$ cat config.mk
export PLATFORM = sky130hd
export DESIGN_NAME = sram_lane_ctrl
export DESIGN_NICKNAME = d
export VERILOG_FILES = /design/src/rtl/sram_lane_ctrl.sv
export SDC_FILE = /design/constraint.sdc
export NUM_CORES = 1
export LEC_CHECK = 0
export ABC_CLOCK_PERIOD_IN_PS = 3650
export CORE_ASPECT_RATIO = 0.9
export CORE_MARGIN = 4
export CORE_UTILIZATION = 47
export CTS_BUF_LIST = sky130_fd_sc_hd__clkbuf_2 sky130_fd_sc_hd__clkbuf_4 sky130_fd_sc_hd__clkbuf_8
export DETAILED_ROUTE_END_ITERATION = 10
export PLACE_DENSITY = 0.88
export SLEW_MARGIN = 15
export SYNTH_ARGS = -nofsm -noshare
export SYNTH_HDL_FRONTEND = slang
export SYNTH_SLANG_ARGS = --single-unit
$ cat constraint.sdc
create_clock -name clk -period 3.65 [get_ports clk]
set_input_delay 0.5475 -clock clk [delete_from_list [all_inputs] [get_ports clk]]
set_output_delay 0.5475 -clock clk [all_outputs]
set_load 0.1 [all_outputs]
$ cat src/rtl/sram_lane_ctrl.sv
module sram_lane_ctrl #(
  parameter int ADDR_W        = 18,
  parameter int DATA_W        = 16,
  parameter int CLK_PERIOD_NS = 20,
  parameter int T_ACCESS_NS   = 55,
  parameter int T_WPULSE_NS   = 40,
  parameter int T_SEL_END_NS  = 45,
  parameter int T_DSETUP_NS   = 25,
  parameter int T_RELEASE_NS  = 25
) (
  input  logic              clk,
  input  logic              rst_n,
  input  logic              req_valid,
  output logic              req_ready,
  input  logic              req_write,
  input  logic [ADDR_W-1:0] req_addr,
  input  logic [1:0]        req_be,
  input  logic [DATA_W-1:0] req_wdata,
  output logic              rsp_done,
  output logic [DATA_W-1:0] rsp_rdata,
  output logic              mem_ce_n,
  output logic              mem_oe_n,
  output logic              mem_we_n,
  output logic              mem_lb_n,
  output logic              mem_ub_n,
  output logic [ADDR_W-1:0] mem_addr,
  output logic [DATA_W-1:0] mem_dq_out,
  output logic              mem_dq_oe,
  input  logic [DATA_W-1:0] mem_dq_in
);

  localparam int LANE_W  = DATA_W / 2;
  localparam int RD_RAW  = (T_ACCESS_NS + CLK_PERIOD_NS - 1) / CLK_PERIOD_NS;
  localparam int WP_RAW  = (T_WPULSE_NS + CLK_PERIOD_NS - 1) / CLK_PERIOD_NS;
  localparam int SE_RAW  = (T_SEL_END_NS + CLK_PERIOD_NS - 1) / CLK_PERIOD_NS;
  localparam int DS_RAW  = (T_DSETUP_NS + CLK_PERIOD_NS - 1) / CLK_PERIOD_NS;
  localparam int TA_RAW  = (T_RELEASE_NS + CLK_PERIOD_NS - 1) / CLK_PERIOD_NS;
  localparam int RD_CYC  = (RD_RAW < 1) ? 1 : RD_RAW;
  localparam int WR_A    = (WP_RAW > SE_RAW) ? WP_RAW : SE_RAW;
  localparam int WR_B    = (WR_A > DS_RAW) ? WR_A : DS_RAW;
  localparam int WR_CYC  = (WR_B < 1) ? 1 : WR_B;
  localparam int TA_CYC  = (TA_RAW < 1) ? 1 : TA_RAW;
  localparam int MAX_AB  = (RD_CYC > WR_CYC) ? RD_CYC : WR_CYC;
  localparam int MAX_CYC = (MAX_AB > TA_CYC) ? MAX_AB : TA_CYC;
  localparam int CNT_W   = $clog2(MAX_CYC + 1);

  typedef enum logic [1:0] {S_IDLE, S_READ, S_WRITE, S_TURN} state_t;

  state_t             state;
  logic [CNT_W-1:0]   cnt;
  logic [1:0]         lane_n;
  logic [DATA_W-1:0]  lane_mask;
  logic               phase_end;

  assign req_ready = (state == S_IDLE);
  assign mem_lb_n  = lane_n[0];
  assign mem_ub_n  = lane_n[1];
  assign phase_end = (cnt == CNT_W'(1));

  for (genvar g = 0; g < 2; g++) begin : g_lane
    assign lane_mask[g*LANE_W +: LANE_W] = {LANE_W{~lane_n[g]}};
  end

  always_ff @(posedge clk) begin
    if (!rst_n) begin
      state      <= S_IDLE;
      cnt        <= '0;
      lane_n     <= 2'b11;
      mem_ce_n   <= 1'b1;
      mem_oe_n   <= 1'b1;
      mem_we_n   <= 1'b1;
      mem_addr   <= '0;
      mem_dq_out <= '0;
      mem_dq_oe  <= 1'b0;
      rsp_done   <= 1'b0;
      rsp_rdata  <= '0;
    end else begin
      rsp_done <= 1'b0;
      case (state)
        S_IDLE: begin
          if (req_valid) begin
            if (req_be == 2'b00) begin
              rsp_done <= 1'b1;
            end else begin
              mem_addr <= req_addr;
              lane_n   <= ~req_be;
              mem_ce_n <= 1'b0;
              if (req_write) begin
                mem_we_n   <= 1'b0;
                mem_dq_oe  <= 1'b1;
                mem_dq_out <= req_wdata;
                cnt        <= CNT_W'(WR_CYC);
                state      <= S_WRITE;
              end else begin
                mem_oe_n <= 1'b0;
                cnt      <= CNT_W'(RD_CYC);
                state    <= S_READ;
              end
            end
          end
        end
        S_READ: begin
          if (phase_end) begin
            rsp_rdata <= mem_dq_in & lane_mask;
            rsp_done  <= 1'b1;
            mem_ce_n  <= 1'b1;
            mem_oe_n  <= 1'b1;
            lane_n    <= 2'b11;
            cnt       <= CNT_W'(TA_CYC);
            state     <= S_TURN;
          end else begin
            cnt <= cnt - 1'b1;
          end
        end
        S_WRITE: begin
          if (phase_end) begin
            mem_ce_n  <= 1'b1;
            mem_we_n  <= 1'b1;
            mem_dq_oe <= 1'b0;
            lane_n    <= 2'b11;
            rsp_done  <= 1'b1;
            state     <= S_IDLE;
          end else begin
            cnt <= cnt - 1'b1;
          end
        end
        default: begin
          if (phase_end) state <= S_IDLE;
          else cnt <= cnt - 1'b1;
        end
      endcase
    end
  end

  logic [CNT_W:0] rd_run, wr_run;
  always_ff @(posedge clk) begin
    if (!rst_n) begin
      rd_run <= '0;
      wr_run <= '0;
    end else begin
      rd_run <= mem_oe_n ? '0 : rd_run + 1'b1;
      wr_run <= mem_we_n ? '0 : wr_run + 1'b1;
    end
  end

  p_idle_quiet_r1: assert property (@(posedge clk) disable iff (!rst_n)
    req_ready |-> (mem_ce_n && mem_we_n && mem_oe_n && !mem_dq_oe));

  p_read_len_r3: assert property (@(posedge clk) disable iff (!rst_n)
    $rose(mem_oe_n) |-> (rd_run == (CNT_W+1)'(RD_CYC)));

  p_write_len_r6: assert property (@(posedge clk) disable iff (!rst_n)
    $rose(mem_we_n) |-> (wr_run == (CNT_W+1)'(WR_CYC)));

  p_write_oe_high_r6: assert property (@(posedge clk) disable iff (!rst_n)
    !mem_we_n |-> (mem_oe_n && mem_dq_oe && !mem_ce_n));

  p_no_contention_r8: assert property (@(posedge clk) disable iff (!rst_n)
    mem_dq_oe |-> mem_oe_n);

  p_turnaround_r8: assert property (@(posedge clk) disable iff (!rst_n)
    $rose(mem_oe_n) |-> (!req_ready && rsp_done));

  p_zero_be_r9: assert property (@(posedge clk) disable iff (!rst_n)
    (req_valid && req_ready && req_be == 2'b00) |=> (rsp_done && mem_ce_n && req_ready));

  p_addr_hold_r10: assert property (@(posedge clk) disable iff (!rst_n)
    (!mem_ce_n && !$past(mem_ce_n)) |-> $stable(mem_addr));

endmodule

==> results_dict.tcl, run 1 <==
set metrics [dict create \
    seq_area_frac_synth_pct 45.78 \
    clk_pin_slew_ns 0.06 \
    cts.sinks 61 \
    cts_hold_buf 0 \
    clock_path_buffers 2 \
    syn_avg_cell_area_um2 8.922 \
    fp.dieH_um 79.47 \
    fin_skew_ns 0.006867 \
    swShare_pct 46.09 \
    crit_path_top_delay_cell "clkdlybuf4s50_1" \
    power_frac_comb_pct 48.5 \
    avgViaCountPerCell 5.084 \
    dr_total_vias 2425 \
    antenna_cells 0 \
    crit_path_max_incr_delay_ns 1.21 \
    fillers 421 \
    worstSetupStartpointType "flop" \
    p_seq_share_pct 29.4 \
    first_global_vias 2442 \
    cp_cell_sequence "clkdlybuf4s50_1" \
    criticalPathCategory "flop to output pin" \
    max_slew_margin_pct 32.37 \
    synth_top_area_share_pct 45.78 \
    power.density_mw_per_mm2 715.7 \
    fmax_mhz 377.8 \
    cts_made_buffers 9 \
    first_pass_iters 4 \
    cts_tree "yes" \
    die-area_mm2 0.006946 \
    maxCapViolations 0 \
    clk_latency_ns 0.34 \
    cp_data_required_time_ns 3.10 \
    hold_path.class "flop to flop" \
    grt_first_pass_wirelength_um 11100 \
    yosys.cell_count.top_type "nand2_1" \
    critPathBufInv 1 \
    die_w_um 87.41 \
    arrival_ns 2.10 \
    nets 471 \
    finalSetupTns_ns 0 \
    cts-root-buf "clkbuf_8" \
    layout-drive-gt1-share_pct 6.341 \
    yosysWarnings 0 \
    synth-main-ff-cell "dfxtp_1" \
    first_iter_violations 77 \
    grtUsageTotal_pct 20.62 \
    async_reset_ff_share_pct 0 \
    drv_slew 0 \
    ys_ff_latch 61 \
    post_synth_main_area_contributors "dfxtp_1 46%, nand2_1 11%, a21boi_0 6.8%" \
    postCtsSetupRepairBufs 0 \
    hold_path_depth 2 \
    dp_hpwl_um 4906 \
    grt_start_max_net_pins 66 \
    ctsHtreeMaxLevel 3 \
    finalSetupViolations 0 \
    ir_worst_vdd_v 0.0005815 \
    path_depth 1 \
    layout_setup_ws_ns 1.003 \
    finalCritPeriodShare_pct 72.52 \
    dpl_worst_slack_ns 1.221 \
    grt_overflow_total 0 \
    clkPwrFrac_pct 22.0 \
    io_buffer_count 113 \
    area_growth_pct 50.23 \
    initial_core_util_pct 49.58 \
    synth_cell_types 32 \
    synth.top_cells.by_count "80 x nand2_1, 61 x dfxtp_1, 24 x a21boi_0" \
    synth_edf_count 0 \
    syn-instance-count 299 \
    rr_worst_depth 7 \
    syn-num-nets 365 \
    hold_viol_final 0 \
    status "complete, no violations" \
    ctsResizeCount 0 \
    wl_per_cell_um 14.64 \
    cp_top_family "buffers and inverters" \
    antenna_found_initial 0 \
    power_leakage_nw 1.480 \
    yosysTopAreaCell "dfxtp_1" \
    tightest_slew_ns 1.011 \
    power_switching_mw 1.322 \
    coreArea_mm2 0.005380 \
    netlist_area_mm2 0.002668 \
    fp-row-count 25 \
    p_int_mw 1.546 \
    rsz0062_at_grt "no" \
    crit_path_max_fanout 10 \
    ant_nets 0 \
    drc 0 \
    post-route-min-period_ns 2.647 \
    place.gp.congestion 0.7780 \
    endpoint_kind "output pin" \
    ioPinCount 114 \
    drt_wl_total_um 6983 \
]
layer usage:
metal	vias up	global-route usage [%]	part of all wire [%]	wire length [um]
li1	1204	-	-	-
met1	1113	22.86	41	2877
met2	85	33.89	48	3333
met3	23	8.462	7.6	533
met4	0	10.12	3.4	238
met5	-	0	0	0
cell type report:
class | count | area [um2] | area share (%)
Sequential cell | 61 | 1221 | 30.47
Inverter | 6 | 22.52 | 0.5620
Tap cell | 67 | 83.83 | 2.092
Clock inverter | 3 | 42.54 | 1.062
Multi-Input combinational cell | 213 | 1334 | 33.28
Clock buffer | 13 | 172.7 | 4.308
Timing Repair Buffer | 114 | 1131 | 28.22
logic make-up (layout without fill, tap and decap cells):
logic type	Yosys count	count (layout)	synth area share, %
DFF	61	61	45.78
and+or+nand+nor	129	129	23.64
AOI/OAI and AO/OA	68	68	19.42
muxes	6	6	2.251
buffers and inverters	25	136	4.221
adders and majority gates	10	10	4.690
layout by cell type, fill, tap and decap left out, types with 2 or more instances in the layout:
cell / n
a2111oi_4: 2
a21boi_0: 24
a21boi_1: 10
a21oi_1: 17
buf_4: 2
clkbuf_8: 12
clkdlybuf4s50_1: 111
dfxtp_1: 61
ha_1: 10
inv_1: 6
mux2i_1: 6
nand2_1: 80
nand2b_1: 3
nor2_1: 4
nor2b_1: 20
nor3b_1: 17
o211a_1: 3
o21ai_0: 2
o221ai_1: 2
flip-flops by register name (all words and copies together) (netlist names):
signal	flops
cnt	2
lane_n	2
mem_addr	18
mem_ce_n	1
mem_dq_oe	1
mem_dq_out	16
mem_oe_n	1
mem_we_n	1
rsp_done	1
rsp_rdata	16
state	2
power groups by stage:
| stage | clock, mW | sequential (mW) | combinational, mW |
|---|---|---|---|
| 2_1_floorplan | 0 | 1.38 | 0.545 |
| 3_3_place_gp | 0 | 0.851 | 1.36 |
| 3_5_place_dp | 0 | 0.857 | 1.39 |
| 4_1_cts | 0.648 | 0.843 | 1.39 |
| 5_1_grt | 0.676 | 0.860 | 1.47 |
| 6_report | 0.632 | 0.844 | 1.39 |
final timing paths:
check,from,to,slack (ns)
setup reg to reg,state[1]$_SDFFE_PN0P_,mem_dq_out[6]$_SDFFE_PN0P_,1.19
hold / removal,mem_dq_out[8]$_SDFFE_PN0P_,mem_dq_out[8]$_SDFFE_PN0P_,0.46
hold reg to reg,mem_dq_out[8]$_SDFFE_PN0P_,mem_dq_out[8]$_SDFFE_PN0P_,0.46
setup / recovery,lane_n[1]$_SDFFE_PN1P_,mem_ub_n,1.00
metrics by stage:
stage	hold slack [ns]	total power [mW]	cells	utilization, %	cell area, um2
2_1_floorplan	0.4515	1.930	299	-	2668
3_3_place_gp	0.4400	2.213	461	70.49	3792
6_report	0.4561	2.868	477	74.49	4008
5_1_grt	0.4843	3.006	477	74.49	4008
3_5_place_dp	0.4522	2.243	461	70.49	3792
4_1_cts	0.4612	2.886	477	74.49	4008
(Power assumes the default switching activity.)
==> run 2: changes to the inputs <==
--- a/config.mk
+++ b/config.mk
@@ -5,13 +5,13 @@
 export SDC_FILE = /design/constraint.sdc
 export NUM_CORES = 1
 export LEC_CHECK = 0
-export ABC_CLOCK_PERIOD_IN_PS = 3650
+export ABC_CLOCK_PERIOD_IN_PS = 2120
 export CORE_ASPECT_RATIO = 0.9
 export CORE_MARGIN = 4
-export CORE_UTILIZATION = 47
+export CORE_UTILIZATION = 39
 export CTS_BUF_LIST = sky130_fd_sc_hd__clkbuf_2 sky130_fd_sc_hd__clkbuf_4 sky130_fd_sc_hd__clkbuf_8
 export DETAILED_ROUTE_END_ITERATION = 10
-export PLACE_DENSITY = 0.88
+export PLACE_DENSITY = 0.78
 export SLEW_MARGIN = 15
 export SYNTH_ARGS = -nofsm -noshare
 export SYNTH_HDL_FRONTEND = slang
==> constraint.sdc (replaced) <==
create_clock -name clk -period 2.12 [get_ports clk]
set_input_delay 0.318 -clock clk [delete_from_list [all_inputs] [get_ports clk]]
set_output_delay 0.318 -clock clk [all_outputs]
set_load 0.1 [all_outputs]
==> results_dict.tcl, run 2 (synthesis gave the netlist of run 1 again) <==
set metrics [dict create \
    status "complete, no violations" \
    cts_tree "yes" \
    total_power_mw 5.042 \
    dpl_worst_slack_ns 0.1902 \
    layout-drive-gt1-share_pct 21.58 \
    postCtsSetupRepairBufs 0 \
    criticalPathCategory "flop to flop" \
    rsz0062_at_grt "no" \
    endpoint_kind "flop" \
    fp-row-count 28 \
    finalNonFillerCells 507 \
    coreArea_mm2 0.006621 \
    r2r-start "state[0]$_SDFFE_PN0P_" \
    hold_viol_final 0 \
    stdcell_area_mm2 0.003973 \
    finalSetupTns_ns 0 \
    worstSetupStartpointType "flop" \
    cp_top_family "flip-flops" \
    crit_path_max_fanout 7 \
    finalSetupViolations 0 \
    hold_path.class "input pin to flop" \
    tightest_slew_ns 0.5071 \
    dp_hpwl_um 5042 \
    p_seq_share_pct 28.8 \
    post-route-min-period_ns 1.890 \
    initial_core_util_pct 40.29 \
    drc 0 \
    fin_skew_ns 0.009634 \
    hold_path_depth 2 \
    cp_cell_sequence "inv_1, ha_1, buf_4, nand2b_1, a22oi_1, mux2i_1, nand2_1" \
    drv_slew 0 \
    cts-root-buf "clkbuf_8" \
    fin_hold_ws_ns 0.3906 \
    cts.sinks 61 \
    fp.dieH_um 86.46 \
    ant_nets 0 \
    hold_path_end "lane_n[1]$_SDFFE_PN1P_" \
    reg.largest.list "mem_addr: 18 flops, mem_dq_out: 16 flops, rsp_rdata: 16 flops" \
    swShare_pct 45.24 \
    arrival_ns 2.09 \
    first_pass_iters 4 \
    clk_latency_ns 0.34 \
    cts_made_buffers 9 \
    io_buffer_count 113 \
    dpl-instance-area_mm2 0.003744 \
    layout_setup_ws_ns 0.2297 \
    first_iter_violations 96 \
    fmax_mhz 529.0 \
    grt_start_max_net_pins 33 \
    clock_path_buffers 2 \
    final_common_cell "nand2_1" \
    cp_data_required_time_ns 2.32 \
    ctsResizeCount 0 \
    cts_hold_buf 0 \
    ioPinCount 114 \
    dp_cells 491 \
    crit_path_top_delay_cell "dfxtp_1" \
    grt_first_pass_wirelength_um 11240 \
    maxCapViolations 0 \
    antenna_found_initial 0 \
    grt_overflow_total 0 \
    die-area_mm2 0.008229 \
    reg2reg_to "lane_n[0]$_SDFFE_PN1P_" \
    layout_common_cells "80 x nand2_1, 65 x buf_4, 61 x dfxtp_1" \
    final_util_pct 60.00 \
    max_slew_margin_pct 66.19 \
    finalCritPeriodShare_pct 89.17 \
    top_register "mem_addr" \
    ff2ff_setup_slack_ns 0.23 \
    hp-start "rst_n" \
    avgViaCountPerCell 4.682 \
    power.density_mw_per_mm2 1269 \
    p_int_mw 2.761 \
    power_leakage_nw 1.630 \
    crit_path_max_incr_delay_ns 0.36 \
    ir_worst_vdd_v 0.0005599 \
    ctsHtreeMaxLevel 3 \
    dr_total_vias 2374 \
    critPathBufInv 2 \
    area_growth_pct 48.92 \
    antenna_cells 0 \
    power_frac_comb_pct 47.9 \
    place.gp.congestion 0.7235 \
    grtUsageTotal_pct 17.39 \
    fillers 595 \
    first_global_vias 2361 \
    nets 478 \
    rr_worst_depth 7 \
    drt_wl_total_um 6823 \
    clkPwrFrac_pct 23.3 \
    die_w_um 95.18 \
    wl_per_cell_um 13.46 \
    largest_register_ff_count 18 \
    clk_pin_slew_ns 0.07 \
    power_switching_mw 2.281 \
]
## run 2: changes by cell type in the layout (fill, tap and decap cells not counted), sizes merged
cell,change
clkinv,+1
clkinvlp,-1
buf,+64
bufinv,+1
clkdlybuf4s50,-57
clkbuf,-1
## run 2: layout make-up
type | instances | area, um2 | area share [%]
repair buffers | 121 | 1054 | 26.52
inverters | 6 | 22.52 | 0.5669
clock buffers | 12 | 158.9 | 4.000
clock inverters | 4 | 70.07 | 1.764
multi-input cells | 213 | 1334 | 33.57
well taps | 90 | 112.6 | 2.835
flip-flops and latches | 61 | 1221 | 30.74
## run 2: power groups by stage
stage / registers, mW / clock network [mW] / logic (mW)
after CTS: 1.45 / 1.21 / 2.43
after global placement: 1.47 / 0 / 2.40
after floorplan: 2.38 / 0 / 0.939
after global routing: 1.48 / 1.27 / 2.58
final: 1.45 / 1.17 / 2.42
after detailed placement: 1.48 / 0 / 2.42
## run 2: metal layers
layer / track usage, % / part of all wire, % / up-vias / wire length, um
met5: 0 / 0 / - / 0
met4: 4.718 / 0.70 / 0 / 48
met3: 6.771 / 7.3 / 8 / 495
met2: 28.61 / 49 / 67 / 3336
met1: 21.15 / 43 / 1080 / 2943
li1: - / - / 1219 / -
## run 2: worst max path at each step
stage / startpoint / end / slack (ns) / depth (start not counted)
final: state[0]$_SDFFE_PN0P_ / lane_n[0]$_SDFFE_PN1P_ / 0.23 / 7
after global routing: state[0]$_SDFFE_PN0P_ / mem_dq_out[3]$_SDFFE_PN0P_ / 0.06 / 7
after CTS: state[0]$_SDFFE_PN0P_ / lane_n[0]$_SDFFE_PN1P_ / 0.23 / 7
after detailed placement: req_be[0] / mem_dq_out[0]$_SDFFE_PN0P_ / 0.19 / 6
after global placement: req_be[1] / mem_we_n$_SDFFE_PN1P_ / 0.26 / 5
after floorplan: state[0]$_SDFFE_PN0P_ / state[1]$_SDFFE_PN0P_ / 0.02 / 6
## run 2: worst register-to-register path, cell delays in order, from the launching register on
cell and delay, ns:
dfxtp_1 0.36, inv_1 0.14, ha_1 0.33, buf_4 0.22
nand2b_1 0.06, a22oi_1 0.33, mux2i_1 0.23, nand2_1 0.08
==> run 3: changes to the inputs <==
--- a/config.mk
+++ b/config.mk
@@ -6,7 +6,6 @@
 export NUM_CORES = 1
 export LEC_CHECK = 0
 export ABC_CLOCK_PERIOD_IN_PS = 2120
-export CORE_ASPECT_RATIO = 0.9
 export CORE_MARGIN = 4
 export CORE_UTILIZATION = 39
 export CTS_BUF_LIST = sky130_fd_sc_hd__clkbuf_2 sky130_fd_sc_hd__clkbuf_4 sky130_fd_sc_hd__clkbuf_8
==> results_dict.tcl, run 3 (synthesis gave the netlist of run 1 again) <==
set metrics [dict create \
    crit_path_top_delay_cell "ha_1" \
    layout_common_cells "80 x nand2_1, 65 x buf_4, 61 x dfxtp_1" \
    antenna_cells 0 \
    rr_worst_depth 6 \
    status "complete, no violations" \
    initial_core_util_pct 41.07 \
    layout_setup_ws_ns 0.2110 \
    layout-drive-gt1-share_pct 21.58 \
    grt_start_max_net_pins 33 \
    clk_pin_slew_ns 0.07 \
    drc 0 \
    power_switching_mw 2.300 \
    cts_hold_buf 0 \
    final_common_cell "nand2_1" \
    place.gp.congestion 0.8233 \
    ctsResizeCount 0 \
    clk_latency_ns 0.32 \
    first_iter_violations 68 \
    area_growth_pct 48.31 \
    clkPwrFrac_pct 23.4 \
    grt_overflow_total 0 \
    cts-root-buf "clkbuf_8" \
    finalCritPeriodShare_pct 90.05 \
    wl_per_cell_um 14.00 \
    dp_hpwl_um 4913 \
    tightest_slew_ns 0.4517 \
    first_global_vias 2479 \
    finalSetupViolations 0 \
    nets 478 \
    fp.dieH_um 90.71 \
    cts_tree "yes" \
    ff2ff_setup_slack_ns 0.21 \
    arrival_ns 2.11 \
    power_leakage_nw 1.630 \
    stdcell_area_mm2 0.003956 \
    ir_worst_vdd_v 0.0005999 \
    ioPinCount 114 \
    antenna_found_initial 0 \
    cp_data_required_time_ns 2.32 \
    endpoint_kind "flop" \
    die-area_mm2 0.008227 \
    p_seq_share_pct 28.8 \
    reg.largest.list "mem_addr: 18 flops, mem_dq_out: 16 flops, rsp_rdata: 16 flops" \
    total_power_mw 5.064 \
    die_w_um 90.71 \
    reg2reg_to "mem_we_n$_SDFFE_PN1P_" \
    post-route-min-period_ns 1.909 \
    crit_path_max_fanout 10 \
    cts.sinks 61 \
    grtUsageTotal_pct 16.91 \
    fmax_mhz 523.8 \
    drt_wl_total_um 6916 \
    power.density_mw_per_mm2 1280 \
    coreArea_mm2 0.006495 \
    drv_slew 0 \
    final_util_pct 60.91 \
    worstSetupStartpointType "flop" \
    power_frac_comb_pct 47.8 \
    avgViaCountPerCell 4.913 \
    ant_nets 0 \
    postCtsSetupRepairBufs 0 \
    p_int_mw 2.764 \
    crit_path_max_incr_delay_ns 0.44 \
    hold_path_depth 2 \
    criticalPathCategory "flop to flop" \
    hold_path.class "input pin to flop" \
    dpl-instance-area_mm2 0.003727 \
    rsz0062_at_grt "no" \
    fin_skew_ns 0.005907 \
    hold_viol_final 0 \
    grt_first_pass_wirelength_um 11430 \
    largest_register_ff_count 18 \
    max_slew_margin_pct 69.70 \
    top_register "mem_addr" \
    swShare_pct 45.42 \
    first_pass_iters 4 \
    r2r-start "state[0]$_SDFFE_PN0P_" \
    fp-row-count 29 \
    hold_path_end "lane_n[1]$_SDFFE_PN1P_" \
    clock_path_buffers 2 \
    cp_cell_sequence "inv_1, ha_1, nor2_1, a2111oi_4, mux2i_1, nand2_1" \
    ctsHtreeMaxLevel 3 \
    cts_made_buffers 9 \
    maxCapViolations 0 \
    hp-start "rst_n" \
    io_buffer_count 113 \
    dr_total_vias 2427 \
    dpl_worst_slack_ns 0.2100 \
    finalSetupTns_ns 0 \
]
-- run 3: cell counts in the layout (fill, tap and decap cells not counted) --
No cell type changed its count.
-- run 3: critical path, delay by kind of cell (launching register included) --
family / cells / cell delay, ns
AOI/OAI and AO/OA: 1 / 0.40
DFF: 1 / 0.35
adders and majority gates: 1 / 0.44
muxes: 1 / 0.24
buffers and inverters: 1 / 0.15
and+or+nand+nor: 2 / 0.20
-- run 3: stage by stage --
stage / std cells / hold slack [ns]
6_report: 494 / 0.3546
3_3_place_gp: 478 / 0.4427
3_5_place_dp: 478 / 0.4452
4_1_cts: 494 / 0.3402
2_1_floorplan: 299 / 0.4515
5_1_grt: 494 / 0.3764
-- run 3: cell type report --
type | instances | area (um2)
Fill cell | 586 | 2539
Multi-Input combinational cell | 213 | 1334
Sequential cell | 61 | 1221
Timing Repair Buffer | 121 | 1054
Clock buffer | 12 | 158.9
Tap cell | 77 | 96.34
Clock inverter | 4 | 70.07
Inverter | 6 | 22.52
-- run 3: power by group through the flow --
| stage | Combinational, mW | Clock (mW) | Sequential, mW |
|---|---|---|---|
| 6_report | 2.42 | 1.18 | 1.46 |
| 5_1_grt | 2.56 | 1.27 | 1.48 |
| 4_1_cts | 2.43 | 1.22 | 1.46 |
| 3_5_place_dp | 2.41 | 0 | 1.48 |
| 3_3_place_gp | 2.39 | 0 | 1.48 |
| 2_1_floorplan | 0.939 | 0 | 2.38 |
-- run 3: how the worst max path moves through the flow --
stage / cells after the start / startpoint / endpoint / slack, ns
6_report: 6 / state[0]$_SDFFE_PN0P_ / mem_we_n$_SDFFE_PN1P_ / 0.21
5_1_grt: 6 / state[1]$_SDFFE_PN0P_ / mem_we_n$_SDFFE_PN1P_ / 0.03
4_1_cts: 6 / state[0]$_SDFFE_PN0P_ / mem_we_n$_SDFFE_PN1P_ / 0.20
3_5_place_dp: 5 / req_be[1] / mem_we_n$_SDFFE_PN1P_ / 0.21
3_3_place_gp: 5 / req_be[1] / mem_we_n$_SDFFE_PN1P_ / 0.27
2_1_floorplan: 6 / state[0]$_SDFFE_PN0P_ / state[1]$_SDFFE_PN0P_ / 0.02
-- run 3: per-layer routing --
layer	wire length, um	vias to the layer above	track usage [%]
met2	3413	68	28.78
met5	0	-	0
met3	395	11	4.500
met1	2969	1131	19.61
met4	138	0	8.036
li1	-	1217	-
